--- config.mk ---
export PLATFORM = sky130hd
export DESIGN_NAME = bank_map_ctrl
export DESIGN_NICKNAME = d
export VERILOG_FILES = /design/src/rtl/bmm_pkg.sv /design/src/rtl/bmm_rst_sync.sv /design/src/rtl/bmm_bank_reg.sv /design/src/rtl/bmm_win_match.sv /design/src/rtl/bmm_decode.sv /design/src/rtl/bank_map_ctrl.sv
export SDC_FILE = /design/constraint.sdc
export NUM_CORES = 1
export LEC_CHECK = 0
export ABC_CLOCK_PERIOD_IN_PS = 1470
export BUFFER_PORTS_ARGS = -buffer_cell sky130_fd_sc_hd__buf_2
export CORE_UTILIZATION = 38
export CTS_BUF_LIST = sky130_fd_sc_hd__clkbuf_4 sky130_fd_sc_hd__clkbuf_8
export CTS_CLUSTER_DIAMETER = 120
export DETAILED_ROUTE_END_ITERATION = 8
export GPL_ROUTABILITY_DRIVEN = 0
export HOLD_SLACK_MARGIN = 0.02
export PLACE_DENSITY = 0.85
export SLEW_MARGIN = 40
export SYNTH_ARGS = -nofsm -noshare
export SYNTH_HDL_FRONTEND = slang
export SYNTH_SLANG_ARGS = --single-unit
export TNS_END_PERCENT = 30
--- constraint.sdc ---
create_clock -name clk -period 1.47 [get_ports clk]
set_input_delay 0.2205 -clock clk [delete_from_list [all_inputs] [get_ports clk]]
set_output_delay 0.2205 -clock clk [all_outputs]
set_load 0.05 [all_outputs]
--- src/rtl/bmm_pkg.sv ---
package bmm_pkg;
  localparam int CPU_AW   = 16;
  localparam int BANK_W   = 8;
  localparam int EXT_W    = BANK_W - 1;
  localparam int SYS_AW   = CPU_AW + BANK_W;

  typedef struct packed {
    logic             rom_off;
    logic [EXT_W-1:0] ext;
  } bank_t;

  typedef enum logic [2:0] {
    TGT_NONE   = 3'd0,
    TGT_ROM    = 3'd1,
    TGT_SRAM   = 3'd2,
    TGT_COMMON = 3'd3,
    TGT_BANKED = 3'd4
  } target_e;
endpackage

--- src/rtl/bmm_rst_sync.sv ---
module bmm_rst_sync #(
  parameter int STAGES = 2
) (
  input  logic clk,
  input  logic rst_n,
  output logic rst_sync_n
);
  logic [STAGES-1:0] sync_q;

  always_ff @(posedge clk or negedge rst_n) begin
    if (!rst_n) sync_q <= '0;
    else        sync_q <= {sync_q[STAGES-2:0], 1'b1};
  end

  assign rst_sync_n = sync_q[STAGES-1];
endmodule

--- src/rtl/bmm_bank_reg.sv ---
module bmm_bank_reg
  import bmm_pkg::*;
#(
  parameter logic [7:0] PORT_ADDR = 8'h40
) (
  input  logic              clk,
  input  logic              rst_n,
  input  logic              io_wr,
  input  logic [7:0]        port,
  input  logic [BANK_W-1:0] wr_data,
  output bank_t             bank_q
);
  logic  load_en;
  bank_t bank_d;

  assign load_en = io_wr && (port == PORT_ADDR);

  always_comb begin
    bank_d = bank_q;
    if (load_en) bank_d = bank_t'(wr_data);
  end

  always_ff @(posedge clk or negedge rst_n) begin
    if (!rst_n)       bank_q <= '0;
    else if (load_en) bank_q <= bank_d;
  end
endmodule

--- src/rtl/bmm_win_match.sv ---
module bmm_win_match
  import bmm_pkg::*;
#(
  parameter logic [CPU_AW-1:0] BASE      = 16'hF000,
  parameter int                SPAN_LOG2 = 10,
  localparam int               TAG_W     = CPU_AW - SPAN_LOG2
) (
  input  logic [TAG_W-1:0] addr_tag,
  output logic             hit
);
  localparam logic [TAG_W-1:0] BASE_TAG = BASE[CPU_AW-1:SPAN_LOG2];
  assign hit = (addr_tag == BASE_TAG);
endmodule

--- src/rtl/bmm_decode.sv ---
module bmm_decode
  import bmm_pkg::*;
#(
  parameter logic [CPU_AW-1:0] ROM_BASE    = 16'hF000,
  parameter logic [CPU_AW-1:0] SRAM_BASE   = 16'hF400,
  parameter int                WIN_LOG2    = 10,
  parameter logic [CPU_AW-1:0] COMMON_BASE = 16'hC000,
  parameter int                COMMON_LOG2 = 14
) (
  input  logic              mem_req,
  input  logic [CPU_AW-1:0] cpu_addr,
  input  logic              rom_off,
  output target_e           target
);
  localparam int NWIN = 3;
  localparam logic [NWIN*CPU_AW-1:0] BASES = {COMMON_BASE, SRAM_BASE, ROM_BASE};
  localparam int SPANS [NWIN] = '{WIN_LOG2, WIN_LOG2, COMMON_LOG2};

  logic [NWIN-1:0] hit;

  for (genvar w = 0; w < NWIN; w++) begin : g_win
    bmm_win_match #(
      .BASE      (BASES[w*CPU_AW +: CPU_AW]),
      .SPAN_LOG2 (SPANS[w])
    ) win_i (
      .addr_tag (cpu_addr[CPU_AW-1:SPANS[w]]),
      .hit      (hit[w])
    );
  end

  always_comb begin
    target = TGT_NONE;
    if (mem_req) begin
      if (!rom_off && hit[0])      target = TGT_ROM;
      else if (!rom_off && hit[1]) target = TGT_SRAM;
      else if (hit[2])             target = TGT_COMMON;
      else                         target = TGT_BANKED;
    end
  end
endmodule

--- src/rtl/bank_map_ctrl.sv ---
module bank_map_ctrl
  import bmm_pkg::*;
#(
  parameter logic [7:0]        PORT_ADDR   = 8'h40,
  parameter logic [CPU_AW-1:0] ROM_BASE    = 16'hF000,
  parameter logic [CPU_AW-1:0] SRAM_BASE   = 16'hF400,
  parameter int                WIN_LOG2    = 10,
  parameter logic [CPU_AW-1:0] COMMON_BASE = 16'hC000,
  parameter int                COMMON_LOG2 = 14
) (
  input  logic              clk,
  input  logic              rst_n,
  input  logic [CPU_AW-1:0] cpu_addr,
  input  logic              mem_req,
  input  logic              io_wr,
  input  logic [BANK_W-1:0] io_data,
  output logic [SYS_AW-1:0] sys_addr,
  output logic              rom_cs,
  output logic              sram_cs,
  output logic              common_cs,
  output logic              banked_cs
);
  logic    rst_sync_n;
  bank_t   bank_q;
  target_e target;

  bmm_rst_sync #(.STAGES(2)) rst_i (
    .clk        (clk),
    .rst_n      (rst_n),
    .rst_sync_n (rst_sync_n)
  );

  bmm_bank_reg #(.PORT_ADDR(PORT_ADDR)) reg_i (
    .clk     (clk),
    .rst_n   (rst_sync_n),
    .io_wr   (io_wr),
    .port    (cpu_addr[7:0]),
    .wr_data (io_data),
    .bank_q  (bank_q)
  );

  bmm_decode #(
    .ROM_BASE    (ROM_BASE),
    .SRAM_BASE   (SRAM_BASE),
    .WIN_LOG2    (WIN_LOG2),
    .COMMON_BASE (COMMON_BASE),
    .COMMON_LOG2 (COMMON_LOG2)
  ) dec_i (
    .mem_req  (mem_req),
    .cpu_addr (cpu_addr),
    .rom_off  (bank_q.rom_off),
    .target   (target)
  );

  assign sys_addr  = {1'b0, bank_q.ext, cpu_addr};
  assign rom_cs    = (target == TGT_ROM);
  assign sram_cs   = (target == TGT_SRAM);
  assign common_cs = (target == TGT_COMMON);
  assign banked_cs = (target == TGT_BANKED);
endmodule

==> results.py <==
metrics = {
    "status": {
        "status": "completed",
    },
    "global_routing": {
        "grt.busiest_layer": "met2",
        "grt_max_degree": 9,
        "grt_use_met2_pct": 22.6,
        "met3_usage_pct": 1.67,
        "grt_pass1_vias": 325,
        "grtUsageMet1_pct": 13.5,
        "grt_pass1_wl_um": 1300,
        "antenna_found_initial": 0,
        "grt_usage_pct": 12.5,
        "grt.overflow.total": 0,
    },
    "sta": {
        "fin_skew_ns": 0.00541,
        "fmax_mhz": 689,
        "layout_setup_ws_ns": 0.0181,
        "rsz0062_at_grt": "true",
        "slew_violations": 0,
        "finalHoldViolations": 0,
        "min_period_over_period_pct": 98.8,
        "hold_ws_ns": 0.115,
        "setup-violations-final": 0,
        "period_needed_ns": 1.45,
    },
    "worst_setup_path": {
        "cp-start-kind": "register",
        "critical_path_arrival_ns": 1.23,
        "crit_fanout": 3,
        "r2r_start": "reg_i.bank_q[7]",
        "cp-startpoint": "reg_i.bank_q[7]",
        "crit_path_end_kind": "output port",
        "critPathKind": "reg2out",
        "required_ns": 1.25,
    },
    "clock_network": {
        "clk_pin_slew_ns": 0.06,
        "cts_root_buffer": "clkbuf_4",
        "cts_tree": "done",
        "clockBufferDepth": 2,
        "clkLatencyLatePin_ns": 0.25,
        "cts_max_level": 1,
        "cts_setup_buffers": 0,
        "cts.sinks": 10,
        "numCtsBuffers": 3,
    },
    "floorplanning": {
        "die_h_um": 40.0,
        "std_cell_rows": 13,
        "initial_core_util_pct": 41.7,
        "coreArea_um2": 1320,
        "dieArea_um2": 1600,
        "chipWidth_um": 40.0,
        "io_pins": 56,
    },
    "yosys": {
        "ys.flop_type": "dfrtp_1",
        "yosysSeqAreaShare_pct": 45.6,
        "postSynthCellCount": 47,
        "synth_seq_cells": 10,
        "synth.distinct_cells": 12,
        "yosysWarnings": 0,
        "avgSynthCellArea_um2": 11.7,
        "syn_area_um2": 549,
        "synth_commonest_cells": "17 x buf_4, 10 x dfrtp_1, 8 x mux2_2",
        "synthArstFlopShare_pct": 100,
        "synth_top_area_share_pct": 45.6,
        "yosys-top-cells-area": "dfrtp_1 46%, buf_4 23%, mux2_2 16%",
        "synth_area_leader_cell": "dfrtp_1",
        "yosysMostFrequentCell": "buf_4",
        "syn_nets": 75,
        "synth-edff-count": 0,
    },
    "flow_run": {
        "maxCapViolations": 0,
    },
    "cells_and_area": {
        "area_delta_synth_final_pct": 34.9,
        "final_nets": 114,
        "num_antenna_cells": 0,
        "fin_cells": 99,
        "drive_above_1_share_pct": 76.2,
        "postLayoutCoreUtil_pct": 56.2,
    },
    "power_and_ir_drop": {
        "power_frac_clock_pct": 25.3,
        "ir_drop_mv": 0.605,
        "p_sw_w": 0.000242,
        "sw_frac_of_total_pct": 35.4,
        "pwr-share-seq_pct": 43.5,
        "p_leak_nw": 0.467,
        "p_per_area_nw_per_um2": 923,
        "cellInternalPower_w": 0.000442,
        "pwr-share-comb_pct": 31.2,
    },
    "place": {
        "dpl.hpwl_um": 858,
        "placed_cells": 95,
        "io_buffers": 50,
        "dp_slack_ns": 0.0494,
    },
    "worst_hold_path": {
        "hold_path.class": "reg2async",
    },
    "route": {
        "detail-route-antenna-nets": 0,
        "vias": 439,
        "drtPass1Iterations": 2,
        "vias_per_cell": 4.43,
        "drc_errors": 0,
        "routedWlPerCell_um": 10.2,
        "drtIter0Drc": 8,
        "wirelength_um": 1010,
    },
}
[metal layers]
layer	wire, um	vias up
li1	-	216
met1	362	197
met2	548	26
met3	94	0
met4	0	0
met5	0	-
[sequential cells by signal, summed over array words and instances, names as in the netlist]
name	count
rst_i.sync_q	2
reg_i.bank_q	8
[worst paths after layout]
path | endpoint | slack (ns) | cells past startpoint
hold reg to reg | reg_i.bank_q[7] | 0.11 | 0
min in group clk | reg_i.bank_q[3] | 0.20 | 2
setup / recovery | rom_cs | 0.02 | 3
hold / removal | reg_i.bank_q[7] | 0.11 | 0
setup reg to reg | reg_i.bank_q[7] | 0.71 | 1
max in group asynchronous | rst_i.sync_q[0] | 1.10 | 2
[per-stage QoR]
| step | cell area (um^2) | total power (W) | setup TNS, ns |
|---|---|---|---|
| final | 741 | 0.000684 | 0 |
| after global routing | 741 | 0.000719 | -0.0910 |
| after CTS | 741 | 0.000697 | 0 |
| after detailed placement | 691 | 0.000514 | 0 |
| after global placement | 691 | 0.000511 | 0 |
| after floorplan | 549 | 0.000487 | 0 |
[cells in the final DEF (no fill, tap or decap)]
cell type / n
and3b_1: 1
nor3_1: 1
and3_1: 2
conb_1: 2
nand4_2: 1
nor4_2: 1
buf_2: 48
buf_6: 2
nand2_1: 1
clkbuf_4: 3
mux2_2: 8
dlygate4sd3_1: 1
nor2b_1: 1
dfrtp_1: 10
nor3_2: 1
a21boi_1: 1
[cell families after synthesis]
group | after synthesis | share of synthesized area (%)
buffers and inverters | 17 | 23.2
DFF | 10 | 45.6
and+or+nand+nor | 9 | 12.1
muxes | 8 | 16.4
other | 2 | 1.37
AOI/OAI and AO/OA | 1 | 1.37
[layout make-up]
cell class / count / area (um^2)
Tap cell: 15 / 18.8
Fill cell: 132 / 577
Multi-Input combinational cell: 20 / 176
Clock buffer: 3 / 22.5
Timing Repair Buffer: 51 / 273
Sequential cell: 10 / 250
[repair_timing]
action | CTS | global route
hold buffers | 1 | 0
setup endpoints to repair | 2 | 2
pin swaps | 1 | 0
gates resized for setup | 5 | 0
endpoints found under the hold margin | 2 | 0
[power by group through the flow]
stage	sequential, W	clock, W	combinational [W]
2_1_floorplan	0.000334	0	0.000153
5_1_grt	0.000300	0.000193	0.000227
4_1_cts	0.000298	0.000184	0.000214
6_report	0.000298	0.000173	0.000213
3_3_place_gp	0.000302	0	0.000209
3_5_place_dp	0.000303	0	0.000211
[critical path, stage by stage (launching register included)]
cell     delay [ns]
dfrtp_1        0.39
nor3_2         0.21
and3b_1        0.21
buf_6          0.16
(Power assumes the default switching activity.)
